--- src/rtl/evt_accum_pkg.sv ---
package evt_accum_pkg;

    localparam int unsigned BYTE_W = 8;

    typedef enum logic {
        PH_BOOT = 1'b0,
        PH_RUN  = 1'b1
    } phase_e;

endpackage

--- src/rtl/evt_busy_timer.sv ---
module evt_busy_timer #(
    parameter int unsigned WIN = 200
) (
    input  logic clk,
    input  logic rst_n,
    input  logic start,
    input  logic ms_tick,
    output logic busy
);
    localparam int unsigned CW = $clog2(WIN + 1);

    typedef struct packed {
        logic [CW-1:0] left;
    } tmr_s;

    tmr_s tmr_d, tmr_q;

    always_comb begin
        tmr_d = tmr_q;
        if (start) begin
            tmr_d.left = CW'(WIN);
        end else if (ms_tick && tmr_q.left != '0) begin
            tmr_d.left = tmr_q.left - 1'b1;
        end
    end

    always_ff @(posedge clk or negedge rst_n) begin
        if (!rst_n) begin
            tmr_q <= '0;
        end else begin
            tmr_q <= tmr_d;
        end
    end

    assign busy = (tmr_q.left != '0);

endmodule

--- src/rtl/evt_count_sat.sv ---
module evt_count_sat #(
    parameter int unsigned CNT_W = 16
) (
    input  logic             clk,
    input  logic             clear,
    input  logic             bump,
    output logic [CNT_W-1:0] cnt,
    output logic             ovf
);
    typedef struct packed {
        logic [CNT_W-1:0] cnt;
        logic             ovf;
    } cnt_s;

    cnt_s cs_d, cs_q;

    always_comb begin
        cs_d = cs_q;
        if (clear) begin
            cs_d = '0;
        end else if (bump) begin
            if (cs_q.cnt == '1) begin
                if (!cs_q.ovf) begin
                    cs_d.cnt = '0;
                    cs_d.ovf = 1'b1;
                end
            end else begin
                cs_d.cnt = cs_q.cnt + 1'b1;
            end
        end
    end

    // Persistent storage: survives the working-state reset.
    always_ff @(posedge clk) begin
        cs_q <= cs_d;
    end

    assign cnt = cs_q.cnt;
    assign ovf = cs_q.ovf;

endmodule

--- src/rtl/evt_total_writer.sv ---
module evt_total_writer #(
    parameter int unsigned TIME_W = 32
) (
    input  logic              clk,
    input  logic              clear,
    input  logic              abort,
    input  logic              commit,
    input  logic [TIME_W-1:0] value,
    output logic [TIME_W-1:0] total
);
    import evt_accum_pkg::*;

    localparam int unsigned NBYTES = TIME_W / BYTE_W;
    localparam int unsigned IDX_W  = (NBYTES > 1) ? $clog2(NBYTES) : 1;

    typedef struct packed {
        logic [TIME_W-1:0] total;
        logic [TIME_W-1:0] stage;
        logic [IDX_W-1:0]  idx;
        logic              active;
    } wr_s;

    wr_s wr_d, wr_q;

    always_comb begin
        wr_d = wr_q;
        if (clear) begin
            wr_d = '0;
        end else if (commit) begin
            wr_d.total[BYTE_W-1:0] = value[BYTE_W-1:0];
            wr_d.stage             = value;
            wr_d.idx               = IDX_W'(1);
            wr_d.active            = (NBYTES > 1);
        end else if (abort) begin
            wr_d.active = 1'b0;
        end else if (wr_q.active) begin
            wr_d.total[wr_q.idx*BYTE_W +: BYTE_W] = wr_q.stage[wr_q.idx*BYTE_W +: BYTE_W];
            wr_d.idx = wr_q.idx + 1'b1;
            if (wr_q.idx == IDX_W'(NBYTES - 1)) begin
                wr_d.active = 1'b0;
            end
        end
    end

    // Persistent storage: only clear zeroes it, reset merely aborts a write.
    always_ff @(posedge clk) begin
        wr_q <= wr_d;
    end

    assign total = wr_q.total;

endmodule

--- src/rtl/evt_accum.sv ---
module evt_accum #(
    parameter int unsigned TIME_W  = 32,
    parameter int unsigned CNT_W   = 16,
    parameter int unsigned BUSY_MS = 200
) (
    input  logic              clk,
    input  logic              rst_n,
    input  logic              clear,
    input  logic              qtr_tick,
    input  logic              ms_tick,
    input  logic              event_lvl,
    input  logic              pwr_fail,
    output logic [TIME_W-1:0] elapsed,
    output logic [TIME_W-1:0] total,
    output logic [CNT_W-1:0]  evt_count,
    output logic              evt_ovf,
    output logic              bus_busy
);
    import evt_accum_pkg::*;

    typedef struct packed {
        phase_e            phase;
        logic              evt;
        logic              open;
        logic [TIME_W-1:0] elapsed;
    } acc_s;

    acc_s acc_d, acc_q;

    logic              run;
    logic              rise;
    logic              fall;
    logic              edge_seen;
    logic              commit;
    logic [TIME_W-1:0] total_w;

    always_comb begin
        run       = (acc_q.phase == PH_RUN);
        rise      = run &&  event_lvl && !acc_q.evt;
        fall      = run && !event_lvl &&  acc_q.evt;
        edge_seen = rise || fall;
        commit    = run && acc_q.open && (fall || pwr_fail);

        acc_d = acc_q;
        if (!run) begin
            acc_d.phase   = PH_RUN;
            acc_d.elapsed = total_w;
        end else begin
            acc_d.evt = event_lvl;
            if (rise) begin
                acc_d.open = 1'b1;
            end else if (commit) begin
                acc_d.open = 1'b0;
            end
            if (acc_q.open && event_lvl && qtr_tick && !pwr_fail && acc_q.elapsed != '1) begin
                acc_d.elapsed = acc_q.elapsed + 1'b1;
            end
        end
        if (clear) begin
            acc_d.elapsed = '0;
        end
    end

    always_ff @(posedge clk or negedge rst_n) begin
        if (!rst_n) begin
            acc_q <= '{phase: PH_BOOT, evt: 1'b0, open: 1'b0, elapsed: '0};
        end else begin
            acc_q <= acc_d;
        end
    end

    evt_total_writer #(.TIME_W(TIME_W)) u_writer (
        .clk    (clk),
        .clear  (clear),
        .abort  (!rst_n),
        .commit (commit),
        .value  (acc_q.elapsed),
        .total  (total_w)
    );

    evt_count_sat #(.CNT_W(CNT_W)) u_count (
        .clk   (clk),
        .clear (clear),
        .bump  (commit),
        .cnt   (evt_count),
        .ovf   (evt_ovf)
    );

    evt_busy_timer #(.WIN(BUSY_MS)) u_busy (
        .clk     (clk),
        .rst_n   (rst_n),
        .start   (edge_seen),
        .ms_tick (ms_tick),
        .busy    (bus_busy)
    );

    assign elapsed = acc_q.elapsed;
    assign total   = total_w;

endmodule

--- config.mk ---
export PLATFORM = sky130hd
export DESIGN_NAME = evt_accum
export DESIGN_NICKNAME = d
export VERILOG_FILES = /design/src/rtl/evt_accum_pkg.sv /design/src/rtl/evt_busy_timer.sv /design/src/rtl/evt_count_sat.sv /design/src/rtl/evt_total_writer.sv /design/src/rtl/evt_accum.sv
export SDC_FILE = /design/constraint.sdc
export NUM_CORES = 1
export LEC_CHECK = 0
export BUFFER_PORTS_ARGS = -buffer_cell sky130_fd_sc_hd__buf_4
export CORE_MARGIN = 2
export CORE_UTILIZATION = 45
export DETAILED_ROUTE_END_ITERATION = 7
export SLEW_MARGIN = 5
export SYNTH_ARGS = -nofsm -noshare
export SYNTH_HDL_FRONTEND = slang
export SYNTH_SLANG_ARGS = --single-unit
--- constraint.sdc ---
create_clock -name clk -period 3.2 [get_ports clk]
set_clock_uncertainty 0.05 [all_clocks]
set_input_delay 0 -clock clk [delete_from_list [all_inputs] [get_ports clk]]
set_output_delay 0 -clock clk [all_outputs]
set_load 0.01 [all_outputs]
==> flow_summary.yaml <==
status:
  status: "finished, final reports clean"
place:
  gp_congestion: 0.9254
  dpl.hpwl_mm: 14.34
  io_buffers: 88
  placed_cell_area_sq_um: 7037
  dp_slack_ps: 618.4
sta:
  final.setup.tns_ps: 0
  worst_pin_slew_ps: 989.9
  slew_viol_final: 0
  rsz0062_at_grt: "no"
  finalHoldViolations: 0
  setup_viol: 0
  fmax_mhz: 378.1
  min_period_ps: 2645
  finalCritPeriodShare_pct: 82.64
  setup_slack_ps: 555.4
  slew_headroom_pct: 33.50
global_routing:
  gr-total-overflow: 0
  grt_max_degree: 82
  met1_usage_pct: 35.34
  grt_use_met2_pct: 37.60
  grtUsageMet3_pct: 6.160
  grt_pass1_vias: 5442
  grt_pass1_wl_mm: 30.82
  track_usage_pct: 24.75
  grt.busiest_layer: "met2"
  antenna_found_initial: 0
clock_tree:
  post_cts_buffers: 0
  clock-sinks: 127
  clockBufferDepth: 2
  cts_buffers: 17
  root_buffer: "clkbuf_16"
  h-tree-depth: 4
  cts_resized: 0
  clk_pin_slew_ps: 60
  cts_tree: "built"
  insertion_delay_ps: 420
die:
  io_pins: 89
  core-area_sq_um: 14530
  die_w_microns: 125.9
  start_util_pct: 46.01
  rows: 44
  die_h_microns: 125.9
  dieArea_sq_um: 15850
synth:
  ys_warn_count: 0
  synth_enable_flop_cells: 0
  synthCells: 791
  synthesis.nets: 806
  synthFlopType: "dfxtp_1"
  async_flop_share_pct: 33.86
  synth_seq_cells: 127
  syn_area_per_cell_sq_um: 8.453
  synth_cell_types: 58
  seq_area_frac_synth_pct: 41.24
  syn_area_sq_um: 6686
setup_path:
  endpoint: "elapsed[18]"
  critPathCaptureType: "register"
  rr_endpoint: "elapsed[18]"
  slowest_delay_ps: 580
  path_cells: "ha_1 -> nand4_2 -> nor4_1 -> nand3_1 -> a31oi_1 -> o21ai_0"
  regToRegSetupSlack_ps: 560
  cp_slowest_cell: "a31oi_1"
  critPathRequiredTime_ps: 3420
  arrival_ps: 2860
  r2r_start: "elapsed[0]"
  crit_fanout: 8
  path_class: "reg2reg"
  worst-r2r-cell-count: 6
  crit_path_start: "elapsed[0]"
  critPathLaunchType: "register"
layout:
  nFillCells: 1358
  final_nets: 823
  final_layout_size_suffix_gt1_share_pct: 19.00
  area.growth.synth_to_final_pct: 14.86
  n_antenna_cell: 0
  fin_area_sq_um: 7680
pwr:
  power.density_nw_per_um2: 521.9
  leakage_nw: 2.809
  ir_drop_v: 0.0004122
route:
  initialDrtViolationCount: 693
  drc: 0
  wl_per_cell_microns: 19.78
  post_drt_via_cell_ratio: 5.994
  drtAntennaViolNets: 0
  firstDrtPassIters: 5
  totalWireLength_mm: 19.88
  num_vias: 6024
min_path:
  hold_path_class: "in2reg"
flow_run:
  drv_cap: 0
==> registers in the layout (all words and copies together), names as in the netlist <==
name            cells
u_writer.total     32
u_busy.tmr_q        8
elapsed            32
u_count.ovf         1
u_writer.wr_q      35
u_count.cnt        16
acc_q               2
run                 1
==> worst max-delay path, delay by kind of cell, from the launching register on <==
| kind | cells | cell delay (ps) |
|---|---|---|
| compound gates | 2 | 790 |
| flops | 1 | 490 |
| simple gates | 3 | 880 |
| fa+ha+maj | 1 | 280 |
==> layer usage <==
| metal | vias to the layer above | wire, microns |
|---|---|---|
| met5 | - | 0 |
| met4 | 0 | 248 |
| met3 | 16 | 1407 |
| met2 | 244 | 8994 |
| met1 | 2921 | 9226 |
| li1 | 2843 | - |
==> synth_stat cells (all sizes together), types with 3 or more instances <==
| master | number | share of area (%) |
|---|---|---|
| mux4 | 8 | 2.7 |
| or4 | 8 | 0.90 |
| clkbuf | 36 | 2.0 |
| nor4 | 16 | 1.7 |
| and4 | 6 | 0.82 |
| dfxtp | 84 | 25 |
| a311oi | 21 | 2.8 |
| nor3b | 3 | 0.34 |
| inv | 12 | 0.67 |
| dfrtp | 43 | 16 |
| o21ai | 26 | 1.9 |
| buf | 75 | 7.9 |
| nand3 | 31 | 2.5 |
| nor3 | 17 | 1.3 |
| a21oi | 67 | 5.0 |
| o22ai | 6 | 0.56 |
| xor2 | 5 | 0.65 |
| and2 | 10 | 0.94 |
| a31oi | 7 | 0.65 |
| o31ai | 7 | 0.79 |
| o2111ai | 4 | 0.52 |
| nor4b | 4 | 0.62 |
| nand2 | 112 | 6.3 |
| nor2 | 63 | 3.5 |
| and3 | 8 | 0.75 |
| or3 | 23 | 2.2 |
| nand4 | 16 | 1.6 |
| a211oi | 5 | 0.56 |
| a22oi | 26 | 2.9 |
| ha | 8 | 1.5 |
| or2 | 3 | 0.28 |
| xnor2 | 9 | 1.2 |
==> final cells by class <==
class | count | area (sq um) | share of cell area, %
clock buffer | 25 | 548.0 | 7.136
tap | 184 | 230.2 | 2.998
timing repair buffer | 109 | 830.8 | 10.82
inverter | 13 | 48.80 | 0.6354
clock inverter | 7 | 45.04 | 0.5865
multi-input combinational | 540 | 3218 | 41.90
sequential | 127 | 2759 | 35.92
==> per-stage QoR <==
stage	hold WS, ps	power, mW	utilization [%]	cells
after detailed placement	133.5	2.143	48.42	968
after global routing	166.6	4.156	52.84	1005
after floorplan	-345.6	2.024	-	791
after global placement	126.8	2.129	48.42	968
final	139.4	4.008	52.84	1005
after CTS	119.4	4.032	52.84	1005
==> worst min-delay path by stage <==
stage	startpoint	to	slack, ps	cells after the start
after floorplan	rst_n	acc_q[32]	-350	0
after global placement	rst_n	u_busy.tmr_q[0]	130	2
after detailed placement	rst_n	elapsed[28]	130	2
after CTS	pwr_fail	u_count.ovf	120	4
after global routing	pwr_fail	u_count.ovf	170	4
final	pwr_fail	u_count.ovf	140	4
==> layout by cell type (no fill, tap or decap), types with 10 or more instances in the layout <==
cell type	Yosys	routed
buf_4	64	104
dfrtp_1	43	42
nand2_1	112	112
nor2_1	63	63
nand3_1	30	30
nor3_1	17	17
or3_1	23	23
nor4_1	14	14
clkbuf_16	0	19
inv_1	12	12
nand4_1	15	15
a21oi_1	67	67
dfxtp_1	84	84
and2_1	10	10
a311oi_1	21	21
o21ai_0	25	25
a22oi_1	26	26
==> report_power, final <==
part	switching, mW	internal, mW	total (mW)
combinational	0.232	0.147	0.379
clock	0.703	1.18	1.89
sequential	0.0824	1.66	1.74
total	1.02	2.99	4.01
==> timing repair <==
action                     CTS  global route
hold buffers                 5             0
hold endpoints to repair    63             0
setup endpoints to repair    0             0
==> logic make-up (layout without fill, tap and decap cells) <==
family,count (synthesis),count (layout),synth area share (%)
compound gates,180,180,17.18
xor+xnor,14,14,1.834
fa+ha+maj,8,8,1.497
buf+inv,124,154,10.68
flops,127,127,41.24
mux,11,11,3.162
other cells,1,1,0.05608
simple gates,326,326,24.35
Power figures use the tool's default switching activity.
